**config.mk**
```make
export PLATFORM = sky130hd
export DESIGN_NAME = debounce_irq_ctrl
export DESIGN_NICKNAME = d
export VERILOG_FILES = /design/src/rtl/debounce_irq_pkg.sv /design/src/rtl/dbi_tick_gen.sv /design/src/rtl/dbi_chan.sv /design/src/rtl/dbi_pending.sv /design/src/rtl/dbi_regs.sv /design/src/rtl/debounce_irq_ctrl.sv
export SDC_FILE = /design/constraint.sdc
export NUM_CORES = 1
export LEC_CHECK = 0
export ABC_AREA = 0
export BUFFER_PORTS_ARGS = -buffer_cell sky130_fd_sc_hd__buf_2
export CAP_MARGIN = 40
export CORE_ASPECT_RATIO = 0.5
export CORE_MARGIN = 3
export CORE_UTILIZATION = 63
export DETAILED_ROUTE_END_ITERATION = 8
export HOLD_SLACK_MARGIN = 0.08
export PLACE_DENSITY = 0.81
export SLEW_MARGIN = 0
export SYNTH_ARGS = -nofsm -noshare
export SYNTH_HDL_FRONTEND = slang
export SYNTH_SLANG_ARGS = --single-unit
```
**constraint.sdc**
```tcl
create_clock -name clk -period 3.7 [get_ports clk]
set_input_delay 0.555 -clock clk [delete_from_list [all_inputs] [get_ports clk]]
set_output_delay 0.555 -clock clk [all_outputs]
set_load 0.05 [all_outputs]
```
**src/rtl/debounce_irq_pkg.sv**
```systemverilog
`timescale 1ns/1ps
package debounce_irq_pkg;

    // debounce machine of one channel
    typedef enum logic [0:0] {
        CH_IDLE  = 1'b0,
        CH_COUNT = 1'b1
    } ch_state_e;

    // pending-bit machine of one channel
    typedef enum logic [0:0] {
        PND_NONE = 1'b0,
        PND_HELD = 1'b1
    } pend_state_e;

    // trigger type codes
    localparam logic [2:0] TRG_RISE = 3'd0;
    localparam logic [2:0] TRG_FALL = 3'd1;
    localparam logic [2:0] TRG_BOTH = 3'd2;
    localparam logic [2:0] TRG_HIGH = 3'd3;
    localparam logic [2:0] TRG_LOW  = 3'd4;

    // register word addresses
    localparam int A_STABLE = 0;
    localparam int A_ENABLE = 1;
    localparam int A_MASK   = 2;
    localparam int A_TRIG   = 3;
    localparam int A_RAW    = 4;
    localparam int A_MSKD   = 5;
    localparam int A_CLEAR  = 6;
    localparam int A_DIV    = 7;
    localparam int A_WIN0   = 8;

endpackage

```
**src/rtl/dbi_tick_gen.sv**
```systemverilog
`timescale 1ns/1ps
module dbi_tick_gen #(
    parameter int DIV_W = 16
) (
    input  logic             clk,
    input  logic             rst_n,
    input  logic [DIV_W-1:0] div,
    output logic             tick
);
    logic [DIV_W-1:0] cnt_q;
    logic [DIV_W-1:0] lim;

    // a divisor of zero is handled like one
    assign lim = (div == '0) ? '0 : div - 1'b1;

    always_ff @(posedge clk or negedge rst_n) begin
        if (!rst_n) begin
            cnt_q <= '0;
            tick  <= 1'b0;
        end else if (cnt_q >= lim) begin
            cnt_q <= '0;
            tick  <= 1'b1;
        end else begin
            cnt_q <= cnt_q + 1'b1;
            tick  <= 1'b0;
        end
    end
endmodule

```
**src/rtl/dbi_chan.sv**
```systemverilog
`timescale 1ns/1ps
module dbi_chan
    import debounce_irq_pkg::*;
#(
    parameter int TIME_W  = 12,
    parameter int MAX_WIN = 4000
) (
    input  logic              clk,
    input  logic              rst_n,
    input  logic              en,
    input  logic              tick,
    input  logic              raw_in,
    input  logic [TIME_W-1:0] win,
    output logic              stable,
    output logic              rise,
    output logic              fall
);
    localparam logic [TIME_W-1:0] WIN_MAX = TIME_W'(MAX_WIN);
    localparam logic [TIME_W-1:0] WIN_MIN = TIME_W'(1);

    logic              sync_a, sync_b;
    ch_state_e         st_q, st_d;
    logic [TIME_W-1:0] cnt_q, cnt_d;
    logic [TIME_W-1:0] win_eff;
    logic              stable_q, stable_d;
    logic              rise_q, rise_d, fall_q, fall_d;

    assign win_eff = (win == '0)     ? WIN_MIN :
                     (win > WIN_MAX) ? WIN_MAX : win;

    // two-flop synchronizer
    always_ff @(posedge clk or negedge rst_n) begin
        if (!rst_n) begin
            sync_a <= 1'b0;
            sync_b <= 1'b0;
        end else begin
            sync_a <= raw_in;
            sync_b <= sync_a;
        end
    end

    // state register
    always_ff @(posedge clk or negedge rst_n) begin
        if (!rst_n) begin
            st_q     <= CH_IDLE;
            cnt_q    <= '0;
            stable_q <= 1'b0;
            rise_q   <= 1'b0;
            fall_q   <= 1'b0;
        end else begin
            st_q     <= st_d;
            cnt_q    <= cnt_d;
            stable_q <= stable_d;
            rise_q   <= rise_d;
            fall_q   <= fall_d;
        end
    end

    // next state and outputs
    always_comb begin
        st_d     = st_q;
        cnt_d    = cnt_q;
        stable_d = stable_q;
        rise_d   = 1'b0;
        fall_d   = 1'b0;
        if (!en) begin
            st_d  = CH_IDLE;                 // disable
            cnt_d = '0;
        end else begin
            unique case (st_q)
                CH_IDLE: begin
                    cnt_d = '0;
                    if (sync_b != stable_q) begin
                        st_d = CH_COUNT;     // start
                    end
                end
                CH_COUNT: begin
                    if (sync_b == stable_q) begin
                        st_d  = CH_IDLE;     // abort
                        cnt_d = '0;
                    end else if (tick) begin
                        if (cnt_q >= win_eff) begin
                            st_d     = CH_IDLE;   // commit
                            cnt_d    = '0;
                            stable_d = sync_b;
                            rise_d   = sync_b;
                            fall_d   = ~sync_b;
                        end else begin
                            cnt_d = cnt_q + 1'b1;
                        end
                    end
                end
                default: st_d = CH_IDLE;
            endcase
        end
    end

    assign stable = stable_q;
    assign rise   = rise_q;
    assign fall   = fall_q;
endmodule

```
**src/rtl/dbi_pending.sv**
```systemverilog
`timescale 1ns/1ps
module dbi_pending
    import debounce_irq_pkg::*;
(
    input  logic       clk,
    input  logic       rst_n,
    input  logic       en,
    input  logic       stable,
    input  logic       rise,
    input  logic       fall,
    input  logic [2:0] trig,
    input  logic       clr,
    output logic       pending
);
    pend_state_e st_q, st_d;
    logic        hit;

    always_comb begin
        case (trig)
            TRG_RISE: hit = rise;
            TRG_FALL: hit = fall;
            TRG_BOTH: hit = rise | fall;
            TRG_HIGH: hit = stable;
            TRG_LOW:  hit = ~stable;
            default:  hit = 1'b0;
        endcase
    end

    always_ff @(posedge clk or negedge rst_n) begin
        if (!rst_n) begin
            st_q <= PND_NONE;
        end else begin
            st_q <= st_d;
        end
    end

    always_comb begin
        st_d = st_q;
        unique case (st_q)
            PND_NONE: if (en && hit)         st_d = PND_HELD;   // set
            PND_HELD: if (clr && !(en && hit)) st_d = PND_NONE; // clear
            default:  st_d = PND_NONE;
        endcase
    end

    assign pending = (st_q == PND_HELD);
endmodule

```
**src/rtl/dbi_regs.sv**
```systemverilog
`timescale 1ns/1ps
module dbi_regs
    import debounce_irq_pkg::*;
#(
    parameter int N_CH    = 8,
    parameter int TIME_W  = 12,
    parameter int DIV_W   = 16,
    parameter int ADDR_W  = 5,
    parameter int DIV_RST = 1000
) (
    input  logic                     clk,
    input  logic                     rst_n,
    input  logic                     we,
    input  logic [ADDR_W-1:0]        addr,
    input  logic [31:0]              wdata,
    input  logic [N_CH-1:0]          stable,
    input  logic [N_CH-1:0]          pend,
    output logic [31:0]              rdata,
    output logic [N_CH-1:0]          en_q,
    output logic [N_CH-1:0]          mask_q,
    output logic [3*N_CH-1:0]        trig_q,
    output logic [DIV_W-1:0]         div_q,
    output logic [N_CH*TIME_W-1:0]   win_q,
    output logic [N_CH-1:0]          clr
);
    localparam int TRIG_W = 3 * N_CH;

    always_ff @(posedge clk or negedge rst_n) begin
        if (!rst_n) begin
            en_q   <= '0;
            mask_q <= '0;
            trig_q <= '0;
            div_q  <= DIV_W'(DIV_RST);
            for (int i = 0; i < N_CH; i++) begin
                win_q[i*TIME_W +: TIME_W] <= TIME_W'(1);
            end
        end else if (we) begin
            case (addr)
                ADDR_W'(A_ENABLE): en_q   <= wdata[N_CH-1:0];
                ADDR_W'(A_MASK):   mask_q <= wdata[N_CH-1:0];
                ADDR_W'(A_TRIG):   trig_q <= wdata[TRIG_W-1:0];
                ADDR_W'(A_DIV):    div_q  <= wdata[DIV_W-1:0];
                default: begin
                    for (int i = 0; i < N_CH; i++) begin
                        if (addr == ADDR_W'(A_WIN0 + i)) begin
                            win_q[i*TIME_W +: TIME_W] <= wdata[TIME_W-1:0];
                        end
                    end
                end
            endcase
        end
    end

    assign clr = (we && addr == ADDR_W'(A_CLEAR)) ? wdata[N_CH-1:0] : '0;

    always_comb begin
        rdata = '0;
        case (addr)
            ADDR_W'(A_STABLE): rdata[N_CH-1:0]   = stable;
            ADDR_W'(A_ENABLE): rdata[N_CH-1:0]   = en_q;
            ADDR_W'(A_MASK):   rdata[N_CH-1:0]   = mask_q;
            ADDR_W'(A_TRIG):   rdata[TRIG_W-1:0] = trig_q;
            ADDR_W'(A_RAW):    rdata[N_CH-1:0]   = pend;
            ADDR_W'(A_MSKD):   rdata[N_CH-1:0]   = pend & mask_q;
            ADDR_W'(A_DIV):    rdata[DIV_W-1:0]  = div_q;
            default: begin
                for (int i = 0; i < N_CH; i++) begin
                    if (addr == ADDR_W'(A_WIN0 + i)) begin
                        rdata[TIME_W-1:0] = win_q[i*TIME_W +: TIME_W];
                    end
                end
            end
        endcase
    end
endmodule

```
**src/rtl/debounce_irq_ctrl.sv**
```systemverilog
`timescale 1ns/1ps
module debounce_irq_ctrl
    import debounce_irq_pkg::*;
#(
    parameter int N_CH    = 8,
    parameter int TIME_W  = 12,
    parameter int MAX_WIN = 4000,
    parameter int DIV_W   = 16,
    parameter int ADDR_W  = 5,
    parameter int DIV_RST = 1000
) (
    input  logic              clk,
    input  logic              rst_n,
    input  logic [N_CH-1:0]   ext_in,
    input  logic              reg_we,
    input  logic [ADDR_W-1:0] reg_addr,
    input  logic [31:0]       reg_wdata,
    output logic [31:0]       reg_rdata,
    output logic              irq
);
    logic                   tick_w;
    logic [N_CH-1:0]        en_q, mask_q, clr_w;
    logic [3*N_CH-1:0]      trig_q;
    logic [DIV_W-1:0]       div_q;
    logic [N_CH*TIME_W-1:0] win_q;
    logic [N_CH-1:0]        stable_w, rise_w, fall_w, status_w;
    logic                   irq_q;

    dbi_regs #(
        .N_CH(N_CH), .TIME_W(TIME_W), .DIV_W(DIV_W),
        .ADDR_W(ADDR_W), .DIV_RST(DIV_RST)
    ) u_regs (
        .clk(clk), .rst_n(rst_n), .we(reg_we), .addr(reg_addr),
        .wdata(reg_wdata), .stable(stable_w), .pend(status_w),
        .rdata(reg_rdata), .en_q(en_q), .mask_q(mask_q),
        .trig_q(trig_q), .div_q(div_q), .win_q(win_q), .clr(clr_w)
    );

    dbi_tick_gen #(.DIV_W(DIV_W)) u_tick (
        .clk(clk), .rst_n(rst_n), .div(div_q), .tick(tick_w)
    );

    for (genvar i = 0; i < N_CH; i++) begin : g_ch
        dbi_chan #(.TIME_W(TIME_W), .MAX_WIN(MAX_WIN)) u_chan (
            .clk(clk), .rst_n(rst_n), .en(en_q[i]), .tick(tick_w),
            .raw_in(ext_in[i]), .win(win_q[i*TIME_W +: TIME_W]),
            .stable(stable_w[i]), .rise(rise_w[i]), .fall(fall_w[i])
        );
        dbi_pending u_pend (
            .clk(clk), .rst_n(rst_n), .en(en_q[i]), .stable(stable_w[i]),
            .rise(rise_w[i]), .fall(fall_w[i]), .trig(trig_q[3*i +: 3]),
            .clr(clr_w[i]), .pending(status_w[i])
        );
    end

    // registered OR of masked pending bits
    always_ff @(posedge clk or negedge rst_n) begin
        if (!rst_n) begin
            irq_q <= 1'b0;
        end else begin
            irq_q <= |(status_w & mask_q);
        end
    end

    assign irq = irq_q;
endmodule

```
==> metrics <==
CP Data Arrival Time=3940 ps; # Max-Cap Violations=0; fmax=288.9 MHz; GRT Util Overall=0.3291; Mapped Avg Cell Area=9.711 um^2; largest family of logic cells by synthesized area=simple AND/OR/NAND/NOR gates; clock sink count=322; CP Max Fanout=15; clock transition at the registers of the reported paths=about 70 ps; most common cell in the netlist=dfrtp_1; Final nets=2220; Critical Path RT=4180 ps; VDD IR max=between 0.3 and 0.4 mV; Core Util, Final=0.7177; Clock Power Share=0.324; Inserted Clock Buffers=29; register area share after synthesis=0.4225; Async SR Flop Fraction=1.000; internal power=6.679 mW; area of the mapped netlist=0.01911 mm^2; routed vias/inst=about 6.5; Routed WL=53.06 mm; Vias=15960; Max Buffers Root-to-Sink=3; Syn Inst Count=between 1500 and 2000; sw frac=0.3221; IO Pins=81; Leakage=9.844 nW; family with the most delay on the worst path=simple AND/OR/NAND/NOR gates; hold slack=about 98 ps; Post-synth EDFFs=0; sequential share of power=0.471; Rel. slew slack=0.3807; NetSw=3.174 mW; crit path kind=reg -> reg; Rows=44; First DRT Iteration DRCs=1618; multi-input combinational cell area=~0.010 mm^2; global-route wire length before repair=84.46 mm; core area=about 0.029 mm^2; Comb power frac=0.205; post-synthesis mux area share=0.1022; largest net degree at the start of global routing=a little under 100; slew at the pin with the worst max-slew slack=925.5 ps; Synth area leaders=dfrtp_1 (40%), mux2_2 (8.7%), ha_1 (8.0%); synth warn=0; Clock Tree Root=clkbuf_16; cell seen most often among critical-path stages=or3_1; Tightest Hold Check Type=in -> reg; Slew Viols, Final=0; Largest stage delay, worst path=520 ps; Yosys top cell by area=dfrtp_1; top_reg_cell synth=dfrtp_1; port buffer count=64; Initial Util=0.6501; Antenna Violating Nets Remaining=0; CTS tree=done; xor/xnor share of the synthesized area=0.01604; CP endpoint kind=flip-flop; Slowest cell on crit path=or4_1; Tcrit/Tclk final=0.9356; Hold Violations, Final=0; Post-Synth Adder-Cell Area=0.07987; DP HPWL=38.36 mm; WP buf/inv=0; crit-path cells=or4_1 > nor3_1 > or3_1 > a32o_1 > ha_1 > nand2b_1 > a2111oi_0 > o211ai_1 > a21o_1 > or3_1 > o21ai_0; # setup viols final=0; initial antenna violation count=1; storage element area=0.008075 mm^2; Fin Setup TNS=0 ps; gr ovfl total=0; Netlist cell types=76; GP Congestion=1.013; Commonest cells post-synth=dfrtp_1 (308), nand2_1 (185), mux2_2 (147); Compound-Gate Fraction of Synth Area=0.1609; Fillers=2152; H-tree depth=1; top cell type's share of synthesized area=0.4033; share of cells above drive strength 1=0.1749; Die X=approximately 250 um; RSZ-0062 raised after global routing=no; power per cell area=between 400 and 500 mW/mm^2; Clk Latency, worst-skew pair=570 ps; drt first pass iters=7; chip height=between 100 and 150 um; Synth Register Bits=around 320; min Tclk post-route=3462 ps; simple-gate share of the synthesized area=0.1763; # DRC=0; Avg WL per Cell=21.55 um; skew final=13.86 ps; Die Area=roughly 0.033 mm^2; Area Growth Syn to Fin=10.41%; status=finished, final reports clean; Setup crit start kind=flip-flop; vias in the first global route=approximately 15000
## final timing paths
path,from,endpoint,slack [ps],cells after the start
max in group asynchronous,rst_n,g_ch[3].u_chan.cnt_q[4],2010,4
worst min-delay path,ext_in[3],g_ch[3].u_chan.sync_a,100,1
worst max-delay path,u_regs.win_q[2],g_ch[0].u_chan.cnt_q[11],240,11
min in group asynchronous,rst_n,g_ch[6].u_chan.cnt_q[4],630,2
worst max register to register,u_regs.win_q[2],g_ch[0].u_chan.cnt_q[11],240,11
worst min register to register,g_ch[5].u_chan.sync_a,g_ch[5].u_chan.sync_b,350,0
## state kept, by name, summed over array words and instances, names as in the netlist, 16 cells and up
name and cells:
g_ch.u_chan.cnt_q 96, u_regs.div_q 16, u_regs.trig_q 24, u_regs.win_q 96, u_tick.cnt_q 16
## cells by family (layout without fill, tap and decap cells)
family                     count (synthesis)  count (layout)
muxes                                    173             173
other                                      1               9
AOI/OAI and AO/OA                        470             470
adders and majority gates                122             122
DFF                                      322             322
and+or+nand+nor                          656             656
xor gates and xnor gates                  35              35
buffers and inverters                    189             284
## power by group through the flow
stage	Combinational, mW	Clock [mW]	Sequential, mW
after floorplan	1.43	0	4.41
after detailed placement	1.97	0	4.65
final	2.02	3.20	4.64
after global routing	2.26	3.38	4.69
after CTS	1.99	3.23	4.60
after global placement	1.88	0	4.63
## what timing repair did
item | 4_1_cts | 5_1_grt
endpoints found under the setup margin | 0 | 6
gates resized for setup | 0 | 3
setup buffers | 0 | 1
hold buffers | 7 | 0
endpoints found under the hold margin | 91 | 0
## placed cells by master, fill, tap and decap left out, drive strengths merged, types with 11 or more instances in the layout
cell    count
a22oi      12
nand2b     25
buf       117
nor2       95
a21oi     102
nor3b      21
clkbuf     34
nor3       57
or3        13
and2       25
dfrtp     308
nand4      38
a31oi      12
mux2i      23
inv       109
nor4       20
a211oi     12
and3       40
o21a       11
and4       12
ha        122
a22o       37
nand3      80
a211o      18
dfstp      14
mux2      147
o22ai      16
a21o       32
o211ai     18
o21ai     134
nand2     186
nor2b      20
xor2       25
## per-layer routing
layer | GRT usage | routed length (um) | up-vias
met5 | 0 | 0 | -
met4 | 0.09851 | 1811 | 0
met3 | 0.09667 | 5795 | 121
met2 | 0.4716 | 21510 | 704
met1 | 0.4851 | 23940 | 7759
li1 | - | - | 7374
## area by class of cell
type,instances,share of cell area
Multi-Input combinational cell,1464,0.4874
Sequential cell,322,0.3827
Timing Repair Buffer,124,0.04020
Clock buffer,34,0.03718
Tap cell,391,0.02319
Inverter,109,0.01939
Clock inverter,17,0.009784
Antenna cell,1,0.0001186
## through the flow
| stage | worst slack (ps) | instance area (um^2) | total power, mW | cells |
|---|---|---|---|---|
| after floorplan | 411.7 | 19140 | 5.834 | 1975 |
| after global placement | 311.0 | 20020 | 6.504 | 2402 |
| after detailed placement | 139.1 | 20020 | 6.627 | 2402 |
| after CTS | 94.78 | 21080 | 9.822 | 2460 |
| after global routing | 0.07461 | 21100 | 10.32 | 2462 |
| final | 238.4 | 21100 | 9.852 | 2462 |
(Power assumes the default switching activity.)
